===== config.mk =====
export PLATFORM = sky130hd
export DESIGN_NAME = stbus_timing_gen
export DESIGN_NICKNAME = d
export VERILOG_FILES = /design/src/rtl/stbus_pkg.sv /design/src/rtl/stbus_frame_seq.sv /design/src/rtl/stbus_clk_divider.sv /design/src/rtl/stbus_pulse_shaper.sv /design/src/rtl/stbus_timing_gen.sv
export SDC_FILE = /design/constraint.sdc
export NUM_CORES = 1
export LEC_CHECK = 0
export BUFFER_PORTS_ARGS = -buffer_cell sky130_fd_sc_hd__clkbuf_2
export CORE_UTILIZATION = 56
export CTS_CLUSTER_DIAMETER = 200
export DETAILED_ROUTE_END_ITERATION = 6
export PLACE_DENSITY = 0.87
export SLEW_MARGIN = 0
export SYNTH_ARGS = -nofsm -noshare
export SYNTH_HDL_FRONTEND = slang
export SYNTH_SLANG_ARGS = --single-unit

===== constraint.sdc =====
create_clock -name clk -period 3.3 [get_ports clk]
set_clock_uncertainty 0.2 [all_clocks]
set_input_delay 0.66 -clock clk [delete_from_list [all_inputs] [get_ports clk]]
set_output_delay 0.66 -clock clk [all_outputs]
set_load 0.005 [all_outputs]

===== src/rtl/stbus_pkg.sv =====
package stbus_pkg;

    typedef enum logic {
        ST_HOLD = 1'b0,
        ST_RUN  = 1'b1
    } seq_state_t;

    // pulse slots: 0 narrow, 1 double, 2 quad, 3 octal, 4 receive sync, 5 transmit sync
    localparam int NUM_PULSES = 6;
    localparam bit [NUM_PULSES-1:0] PULSE_ACTIVE_HIGH = 6'b110100;

endpackage


===== src/rtl/stbus_frame_seq.sv =====
module stbus_frame_seq
    import stbus_pkg::*;
#(
    parameter int CNT_W = 12
) (
    input  logic             clk,
    input  logic             rst,
    input  logic             en,
    output logic             run_q,
    output logic             run_nxt,
    output logic [CNT_W-1:0] cnt_nxt
);

    seq_state_t       state_q, state_d;
    logic [CNT_W-1:0] cnt_q;

    always_ff @(posedge clk) begin
        if (rst) begin
            state_q <= ST_HOLD;
            cnt_q   <= '0;
        end else begin
            state_q <= state_d;
            cnt_q   <= cnt_nxt;
        end
    end

    always_comb begin
        state_d = state_q;
        cnt_nxt = '0;
        unique case (state_q)
            ST_HOLD: begin
                if (en) state_d = ST_RUN;
                cnt_nxt = '0;
            end
            ST_RUN: begin
                if (en) begin
                    cnt_nxt = cnt_q + 1'b1;
                end else begin
                    state_d = ST_HOLD;
                    cnt_nxt = '0;
                end
            end
        endcase
    end

    assign run_q   = (state_q == ST_RUN);
    assign run_nxt = (state_d == ST_RUN);

endmodule


===== src/rtl/stbus_clk_divider.sv =====
module stbus_clk_divider #(
    parameter int CNT_W      = 12,
    parameter int DIV_STAGES = 4
) (
    input  logic                  clk,
    input  logic                  rst,
    input  logic                  run_nxt,
    input  logic [CNT_W-1:0]      cnt_nxt,
    output logic [DIV_STAGES-1:0] clk_o
);

    generate
        for (genvar s = 0; s < DIV_STAGES; s++) begin : g_stage
            always_ff @(posedge clk) begin
                if (rst) clk_o[s] <= 1'b0;
                else     clk_o[s] <= run_nxt & cnt_nxt[s];
            end
        end
    endgenerate

endmodule


===== src/rtl/stbus_pulse_shaper.sv =====
module stbus_pulse_shaper #(
    parameter int CNT_W       = 12,
    parameter int WIDTH       = 1,
    parameter bit ACTIVE_HIGH = 1'b0
) (
    input  logic             clk,
    input  logic             rst,
    input  logic             run_nxt,
    input  logic [CNT_W-1:0] cnt_nxt,
    output logic             pulse_o
);

    localparam int unsigned FRAME_LEN = 1 << CNT_W;
    localparam int unsigned HEAD      = (WIDTH + 1) / 2;
    localparam int unsigned TAIL      = WIDTH / 2;
    localparam logic [CNT_W-1:0] HEAD_LIM   = CNT_W'(HEAD);
    localparam logic [CNT_W-1:0] TAIL_START = CNT_W'(FRAME_LEN - TAIL);

    logic active;

    generate
        if (TAIL == 0) begin : g_head_only
            assign active = (cnt_nxt < HEAD_LIM);
        end else begin : g_straddle
            assign active = (cnt_nxt < HEAD_LIM) || (cnt_nxt >= TAIL_START);
        end
    endgenerate

    always_ff @(posedge clk) begin
        if (rst)                     pulse_o <= ~ACTIVE_HIGH;
        else if (run_nxt && active)  pulse_o <= ACTIVE_HIGH;
        else                         pulse_o <= ~ACTIVE_HIGH;
    end

endmodule


===== src/rtl/stbus_timing_gen.sv =====
module stbus_timing_gen
    import stbus_pkg::*;
#(
    parameter int FRAME_LOG2 = 12,
    parameter int PW_NARROW  = 1,
    parameter int PW_DOUBLE  = 2,
    parameter int PW_QUAD    = 4,
    parameter int PW_OCT     = 8,
    parameter int PW_SYNC    = 16
) (
    input  logic clk,
    input  logic rst,
    input  logic en,
    output logic clk_16m,
    output logic clk_8m,
    output logic clk_4m,
    output logic clk_2m,
    output logic fp_n_w1,
    output logic fp_n_w2,
    output logic fp_w4,
    output logic fp_n_w8,
    output logic sync_rx,
    output logic sync_tx
);

    localparam int DIV_STAGES = 4;
    localparam int PW [NUM_PULSES] = '{PW_NARROW, PW_DOUBLE, PW_QUAD, PW_OCT, PW_SYNC, PW_SYNC};

    logic                  run_q;
    logic                  run_nxt;
    logic [FRAME_LOG2-1:0] cnt_nxt;
    logic [DIV_STAGES-1:0] div_clk;
    logic [NUM_PULSES-1:0] pulses;

    stbus_frame_seq #(.CNT_W(FRAME_LOG2)) u_seq (
        .clk     (clk),
        .rst     (rst),
        .en      (en),
        .run_q   (run_q),
        .run_nxt (run_nxt),
        .cnt_nxt (cnt_nxt)
    );

    stbus_clk_divider #(.CNT_W(FRAME_LOG2), .DIV_STAGES(DIV_STAGES)) u_div (
        .clk     (clk),
        .rst     (rst),
        .run_nxt (run_nxt),
        .cnt_nxt (cnt_nxt),
        .clk_o   (div_clk)
    );

    generate
        for (genvar g = 0; g < NUM_PULSES; g++) begin : g_pulse
            stbus_pulse_shaper #(
                .CNT_W       (FRAME_LOG2),
                .WIDTH       (PW[g]),
                .ACTIVE_HIGH (PULSE_ACTIVE_HIGH[g])
            ) u_shaper (
                .clk     (clk),
                .rst     (rst),
                .run_nxt (run_nxt),
                .cnt_nxt (cnt_nxt),
                .pulse_o (pulses[g])
            );
        end
    endgenerate

    assign clk_16m = div_clk[0];
    assign clk_8m  = div_clk[1];
    assign clk_4m  = div_clk[2];
    assign clk_2m  = div_clk[3];
    assign fp_n_w1 = pulses[0];
    assign fp_n_w2 = pulses[1];
    assign fp_w4   = pulses[2];
    assign fp_n_w8 = pulses[3];
    assign sync_rx = pulses[4];
    assign sync_tx = pulses[5];

endmodule


Word level (Yosys, flattened, before mapping)
Index checks and enable logic that the tools add are counted.
{ "totals": {"ff_bits": 22, "inputBits": 3, "out_inout_bits": 10} }
{ "classes": {"muxes": 8, "addsub": 1, "n_bitwise": 5, "n_reduce_logical": 9, "n_lt_le_gt_ge": 8} }
{ "ops": {"columns": ["cell", "count"], "rows": [
  ["$ge 12x12->1 const B", 4],
  ["$pmux 12 s2", 1],
  ["$add 12x1->12 const B", 1],
  ["$lt 12x1->1 const B", 1],
  ["$lt 12x2->1 const B", 1],
  ["$lt 12x3->1 const B", 1],
  ["$lt 12x4->1 const B", 1],
  ["$mux 12", 1],
  ["$mux 1", 6],
  ["$logic_and 1x1->1", 5],
  ["$and 1x1->1", 4],
  ["$logic_or 1x1->1", 4],
  ["$not 1->1", 1]
]} }

Depth between registers and ports, before layout
Gate-level depths: netlist of run 1.
{ "logic_depth": {"depth_word": 7, "depth_mapped": 9, "mapped_depth_nobuf": 7} }

Cells and area by module
Synthesis of run 1 repeated with hierarchy kept, for this count alone.
{ "unflattened": {"hier_cells": 138, "area_unflattened_um2": 1188.6} }
{ "by_module_without_submodules": {"columns": ["module", "cells_per_inst", "area_per_inst_um2", "instances", "seq_area_each_um2"], "rows": [
  ["stbus_frame_seq", 72, 610.6, 1, 260.2],
  ["stbus_pulse_shaper at g_pulse[1].u_shaper ...", 11, 81.3, 2, 20.0],
  ["stbus_pulse_shaper at g_pulse[4].u_shaper ...", 10, 78.8, 2, 20.0],
  ["stbus_clk_divider", 8, 115.1, 1, 80.1],
  ["stbus_pulse_shaper at g_pulse[3].u_shaper", 10, 72.6, 1, 20.0],
  ["stbus_pulse_shaper at g_pulse[0].u_shaper", 6, 70.1, 1, 20.0]
]} }

Worst setup path after synthesis of run 1
No wires, ideal clock.
{ "synth_timing": {"kind": "register -> register", "from": "reg u_seq.cnt_q[1]", "to": "reg g_pulse[1].u_shaper.pulse_o", "arrival_ns": 1.954, "n_path_buf": 1, "setup_time_ns": 0.125, "path_slack_ns": 1.021, "path_stages_with_launch": 8, "cell_sequence": "dfxtp_1 > ha_1 > buf_2 > or3b_1 > o22ai_1 > a31oi_1 > or4_4 > o41a_1"} }
{ "synth_between": {"elab_chain_cells": 7, "word_cells_on_any_way": 8, "cone_classes": "1 x add/sub; 2 x order compare; 3 x mux; 2 x reduce/logical"} }
{ "synth_lines": {"columns": ["item", "line_no", "text"], "rows": [
  ["start: declaration", "stbus_frame_seq.sv:15", "logic [CNT_W-1:0] cnt_q;"],
  ["start signal: assignment", "stbus_frame_seq.sv:23", "cnt_q <= cnt_nxt;"],
  ["$add 12x1->12 *", "stbus_frame_seq.sv:37", "cnt_nxt = cnt_q + 1'b1;"],
  ["$mux 12 *", "stbus_frame_seq.sv:36", "if (en) begin"],
  ["$pmux 12 s2 *", "stbus_frame_seq.sv:30", "unique case (state_q)"],
  ["$lt 12x1->1 or $ge 12x12->1 (tied branches)", "stbus_pulse_shaper.sv:25", "assign active = (cnt_nxt < HEAD_LIM) || (cnt_nxt >= TAIL_START);"],
  ["$logic_or 1x1->1 *", "stbus_pulse_shaper.sv:25", null],
  ["$logic_and 1x1->1 *", "stbus_pulse_shaper.sv:31", "else if (run_nxt && active) pulse_o <= ACTIVE_HIGH;"],
  ["$mux 1 *", "stbus_pulse_shaper.sv:31", null],
  ["end signal: assignment", "stbus_pulse_shaper.sv:30", "if (rst) pulse_o <= ~ACTIVE_HIGH;"],
  ["end signal: assignment", "stbus_pulse_shaper.sv:32", "else pulse_o <= ~ACTIVE_HIGH;"],
  ["end: declaration", "stbus_pulse_shaper.sv:10", "output logic pulse_o"]
]} }
Every way passes the cells marked *; elsewhere a longest branch is shown, timed or not.
A chain may end at the register's enable or synchronous reset.

Final worst setup path of run 1
{ "layout_timing": {"from": "reg u_seq.cnt_q[0]", "to": "reg g_pulse[1].u_shaper.pulse_o"} }
The elaborated chain is that of the path after synthesis.

==> impl_metrics.tcl, run 1 <==
set metrics [dict create \
    clock_sinks 22 \
    power_density_mw_per_mm2 404 \
    comb_power_share_pct 3.5 \
    synth_top_area_share_pct 37.9 \
    endpoint_kind "flip-flop" \
    portBuffers 12 \
    drtAntennaViolNets 0 \
    syn_area_sq_mm 0.00116 \
    hp-start "rst" \
    p_leak_nw 0.447 \
    synth.avg_cell_area_sq_um 8.87 \
    hold_viol_final 0 \
    startpoint_type "flip-flop" \
    grt_max_degree 16 \
    start_util_pct 59.2 \
    post-route-period-util_pct 79.4 \
    dieArea_sq_mm 0.00226 \
    io_pins 13 \
    final_cells 163 \
    cts_hold_buf 0 \
    first_pass_iters 4 \
    drcViolationCount 0 \
    post_drt_wl_per_cell_microns 13.9 \
    post_cts_resized 0 \
    rsz0062_at_grt "false" \
    fin_nets 141 \
    area_growth_pct 4.52 \
    htreeDepth 1 \
    grt_pass1_wl_microns 3820 \
    cts-root-buf "clkbuf_4" \
    cts_made_buffers 3 \
    synth_top_area_cell "dfxtp_1" \
    finalSetupViolations 0 \
    outcome "complete, no violations" \
    synth_area_leaders "dfxtp_1 (38%), nor2_1 (6.5%), xor2_1 (5.3%)" \
    synth-edff-count 0 \
    ff2ff_path_depth 6 \
    critPathLaunch "u_seq.cnt_q[0]" \
    syn_nets 135 \
    holdPathStages 2 \
    finalCriticalPeriod_ns 2.62 \
    worstMarginPinSlew_ns 0.565 \
    maxCapViolCount 0 \
    cts_tree "built" \
    p_clk_share_pct 40.9 \
    core_area_sq_mm 0.00196 \
    finalMaxSlewViolations 0 \
    post_cts_buffers 0 \
    grt-ovfl-total 0 \
    critical_path.max_fanout 9 \
    vias 954 \
    slew_headroom_pct 62.4 \
    seq_power_share_pct 55.6 \
    die_x_microns 47.6 \
    drive_gt1_share_pct 17.6 \
    vias_per_cell 5.85 \
    globalRouteTotalUtil_pct 24.8 \
    required_ns 3.30 \
    critPathKind "flip-flop to flip-flop" \
    ir_worst_vdd_mv 0.225 \
    drtIter0Drc 47 \
    arrival_ns 2.62 \
    synth_ff_type "dfxtp_1" \
    clock_latency_ns 0.30 \
    clkTransAtPathRegs_ns 0.11 \
    num_rows 16 \
    syn_inst 131 \
    tns_ns 0 \
    clockBufferDepth 2 \
    r2r-start "u_seq.cnt_q[0]" \
    antenna_found_initial 0 \
    fmax_ghz 0.382 \
    ys_async_sr_fraction_pct 0 \
    grt_pass1_vias 867 \
    postRouteWirelength_microns 2260 \
    diodes 0 \
    place_inst 159 \
    intPower_w 0.000401 \
    synth.yosys.seq_area_share_pct 37.9 \
    synth_warnings 0 \
    p_switching_w 0.0000899 \
    switching_share_pct 18.3 \
    synth_seq_cells 22 \
    hpwl_microns 1610 \
    synth_cell_type_count 45 \
    holdCritPathClass "primary input to flip-flop" \
    die_h_microns 47.6 \
    gp_congestion 0.899 \
]
[flip-flops by register name, indices dropped and copies added, names as in the netlist]
register,flops
u_seq.cnt_q,12
u_seq.run_q,1
g_pulse.u_shaper.pulse_o,5
u_div.clk_o,4
[cells by family (layout without fill, tap and decap cells)]
kind of cell	Yosys count	in the layout	share of synthesized area [%]
AND/OR/NAND/NOR	61	61	29.0
flip-flops	22	22	37.9
AO/OA/AOI/OAI	21	21	13.5
buffers and inverters	13	18	8.72
XOR/XNOR	12	12	9.04
adder cells (fa/ha/maj)	1	1	1.08
multiplexers	1	1	0.861
[cell type report]
type,instances,area (sq um)
Fill cell,178,747
Clock buffer,3,22.5
Timing Repair Buffer,12,60.1
Sequential cell,22,440
Multi-Input combinational cell,96,621
Clock inverter,1,30.0
Tap cell,27,33.8
Inverter,2,7.51
[worst max-delay path, stage by stage, from the launching register on]
cell and delay [ns]:
dfxtp_1 0.52, ha_1 0.40, nand2_1 0.13, nor4b_1 0.33
o31ai_1 0.12, or4_4 0.51, o41a_1 0.32
[cell usage after synthesis (all sizes together) (3+ instances only)]
master	n
clkbuf	4
xor2	7
nand4	4
o21ai	3
buf	7
nor3	4
nor2	20
dfxtp	22
nand3	3
nand2	17
xnor2	5
a31oi	5
[per-layer routing]
metal	wire length [microns]	part of all wire [%]	global-route usage, %	vias up
met1	988	44	28.7	432
met5	0	0	0	-
met2	1050	46	43.0	45
met4	95	4.2	13.9	0
li1	-	-	-	464
met3	128	5.7	4.53	13
[path summary, 6_finish.rpt]
check,end,slack (ns)
setup / recovery,g_pulse[1].u_shaper.pulse_o,0.68
hold / removal,u_seq.cnt_q[2],0.34
setup reg to reg,g_pulse[1].u_shaper.pulse_o,0.68
hold reg to reg,u_div.clk_o[0],0.37
[cells in the final DEF, fill, tap and decap left out, drive strengths merged]
master and count:
a41oi 1, or3b 1, dfxtp 22, nand2 17, o21ai 3, xor2 7, a221oi 1, nor4b 1
o22ai 1, a21oi 1, or3 1, a21o 2, nor4 1, a31oi 5, nor2b 2, nand4 4
nor3 4, mux2i 1, xnor2 5, and3 1, bufinv 1, o41a 1, and4 1, nor2 20
ha 1, a41o 1, a311oi 1, nand2b 1, and2 2, nand3 3, inv 2, clkbuf 15
o31ai 2, nor3b 1, or4 1, a211oi 2
[power by group through the flow]
stage | logic (W) | clock network, W | registers (W)
after global routing | 0.0000200 | 0.000218 | 0.000274
after CTS | 0.0000172 | 0.000208 | 0.000273
final | 0.0000172 | 0.000201 | 0.000273
after global placement | 0.0000160 | 0 | 0.000278
after floorplan | 0.0000105 | 0 | 0.000278
after detailed placement | 0.0000169 | 0 | 0.000279
[metrics by stage]
step | util (%) | area (sq um) | total power [W] | worst slack, ns | hold WS [ns]
detailed placement | 59.2 | 1160 | 0.000296 | 0.667 | 0.352
global placement | 59.2 | 1160 | 0.000294 | 0.753 | 0.325
floorplan | - | 1160 | 0.000289 | 1.02 | 0.334
CTS | 61.9 | 1210 | 0.000498 | 0.702 | 0.328
finish | 61.9 | 1210 | 0.000491 | 0.679 | 0.342
global route | 61.9 | 1210 | 0.000512 | 0.437 | 0.341
Note: power is estimated with default switching activity, not from simulation.
==> run 2: changes to the inputs <==
==> constraint.sdc (replaced) <==
create_clock -name clk -period 2.7 [get_ports clk]
set_clock_uncertainty 0.2 [all_clocks]
set_input_delay 0.54 -clock clk [delete_from_list [all_inputs] [get_ports clk]]
set_output_delay 0.54 -clock clk [all_outputs]
set_load 0.005 [all_outputs]
==> impl_metrics.tcl, run 2 (synthesized netlist as in run 1, its figures left out) <==
set metrics [dict create \
    postRouteWirelength_microns 2230 \
    seq_area_sq_um 440 \
    finalSetupViolations 0 \
    core_area_sq_mm 0.00196 \
    arrival_ns 2.58 \
    post_drt_wl_per_cell_microns 13.5 \
    clock_latency_ns 0.31 \
    clock_sinks 22 \
    crit_buf_inv 0 \
    post-route-period-util_pct 95.2 \
    fin_area_sq_mm 0.00123 \
    cts_hold_buf 0 \
    gp_congestion 0.893 \
    vias 963 \
    reg_top3 "u_seq.cnt_q: 12 flops, g_pulse.u_shaper.pulse_o: 5 flops, u_div.clk_o: 4 flops" \
    timing.final.ws_setup_ns 0.130 \
    dp_slack_ns 0.142 \
    slowest_stage "dfxtp_1" \
    finalCriticalPeriod_ns 2.57 \
    finalMaxSlewViolations 0 \
    grt_pass1_vias 882 \
    fmax_ghz 0.389 \
    first_pass_iters 4 \
    nFillCells 188 \
    die_x_microns 47.6 \
    cts_tree "built" \
    clkTransAtPathRegs_ns 0.12 \
    worstMarginPinSlew_ns 0.441 \
    antenna_found_initial 0 \
    layout_common_cells "dfxtp_1 (22), nor2_1 (20), nand2_1 (16), clkbuf_2 (12), xor2_1 (7)" \
    post_cts_buffers 0 \
    die_h_microns 47.6 \
    globalRouteTotalUtil_pct 24.9 \
    busiest_layer "met2" \
    startpoint_type "flip-flop" \
    fin_nets 143 \
    critPathKind "flip-flop to flip-flop" \
    drive_gt1_share_pct 19.6 \
    path_cells "ha_2 -> nand2_1 -> nor4b_1 -> o31ai_1 -> or4_4 -> o41a_1" \
    grt_pass1_wl_microns 3830 \
    mostFrequentLayoutCell "dfxtp_1" \
    slowest_delay_ns 0.53 \
    portBuffers 12 \
    required_ns 2.71 \
    area_growth_pct 6.03 \
    top_register "u_seq.cnt_q" \
    grt-ovfl-total 0 \
    holdCritPathClass "primary input to flip-flop" \
    ir_worst_vdd_mv 0.426 \
    htreeDepth 1 \
    maxCapViolCount 0 \
    met2_usage_pct 40.5 \
    tns_ns 0 \
    grt.met1_usage_pct 28.2 \
    multi_input_area_sq_um 623 \
    power_density_mw_per_mm2 492 \
    io_pins 13 \
    vias_per_cell 5.84 \
    grt_util_met3_pct 10.2 \
    grt_max_degree 15 \
    largest_reg_flops 12 \
    dieArea_sq_mm 0.00226 \
    endpoint_kind "flip-flop" \
    clockBufferDepth 2 \
    place_area_sq_mm 0.00118 \
    diodes 0 \
    hpwl_microns 1640 \
    p_leak_nw 0.454 \
    drcViolationCount 0 \
    start_util_pct 59.2 \
    drtIter0Drc 21 \
    rsz0062_at_grt "false" \
    num_rows 16 \
    hold_viol_final 0 \
    slew_headroom_pct 70.6 \
    crit_family "simple AND/OR/NAND/NOR gates" \
    outcome "complete, no violations" \
    critical_path.max_fanout 9 \
    cts-root-buf "clkbuf_4" \
    drtAntennaViolNets 0 \
    cts_made_buffers 3 \
]
==> run 2: report_power, final <==
| group | internal (W) | switching (W) |
|---|---|---|
| Sequential | 0.000330 | 0.00000288 |
| Combinational | 0.00000980 | 0.0000112 |
| Clock | 0.000150 | 0.000102 |
| Total | 0.000490 | 0.000116 |
==> run 2: repair_timing <==
item	CTS	global route
endpoints found under the setup margin	0	1
gates resized for setup	0	1
hold endpoints to repair	0	0
==> run 2: cell type report <==
cell class / instances / share of cell area, %
multi-input combinational: 96 / 50.6
sequential: 22 / 35.7
timing repair buffer: 14 / 6.09
tap: 27 / 2.74
clock inverter: 1 / 2.44
clock buffer: 3 / 1.83
inverter: 2 / 0.609
==> run 2: layer usage <==
layer	wire length (microns)	up-vias
met5	0	-
met4	66	0
met3	136	12
met2	1070	41
met1	955	438
li1	-	472
==> run 2: path summary, 6_finish.rpt <==
| kind | startpoint | end | slack [ns] | cells past startpoint |
|---|---|---|---|---|
| worst min register to register | u_seq.cnt_q[0] | u_div.clk_o[0] | 0.38 | 1 |
| worst min-delay path | rst | u_div.clk_o[2] | 0.21 | 2 |
| worst max register to register | u_seq.cnt_q[0] | g_pulse[1].u_shaper.pulse_o | 0.13 | 6 |
| worst max-delay path | u_seq.cnt_q[0] | g_pulse[1].u_shaper.pulse_o | 0.13 | 6 |
==> run 2: metrics by stage <==
stage | std cells | utilization (%) | total power, W | hold WS (ns)
finish | 165 | 62.8 | 0.000606 | 0.211
CTS | 165 | 62.7 | 0.000611 | 0.208
floorplan | 131 | - | 0.000353 | 0.334
detailed placement | 161 | 60.0 | 0.000362 | 0.351
global route | 165 | 62.8 | 0.000639 | 0.196
global placement | 161 | 60.0 | 0.000361 | 0.319
==> run 2: worst register-to-register path: cells and delay by family (launching register included) <==
family                     cells  cell delay (ns)
adders and majority gates      1             0.34
AOI/OAI and AO/OA              2             0.45
DFF                            1             0.53
and+or+nand+nor                3             0.95
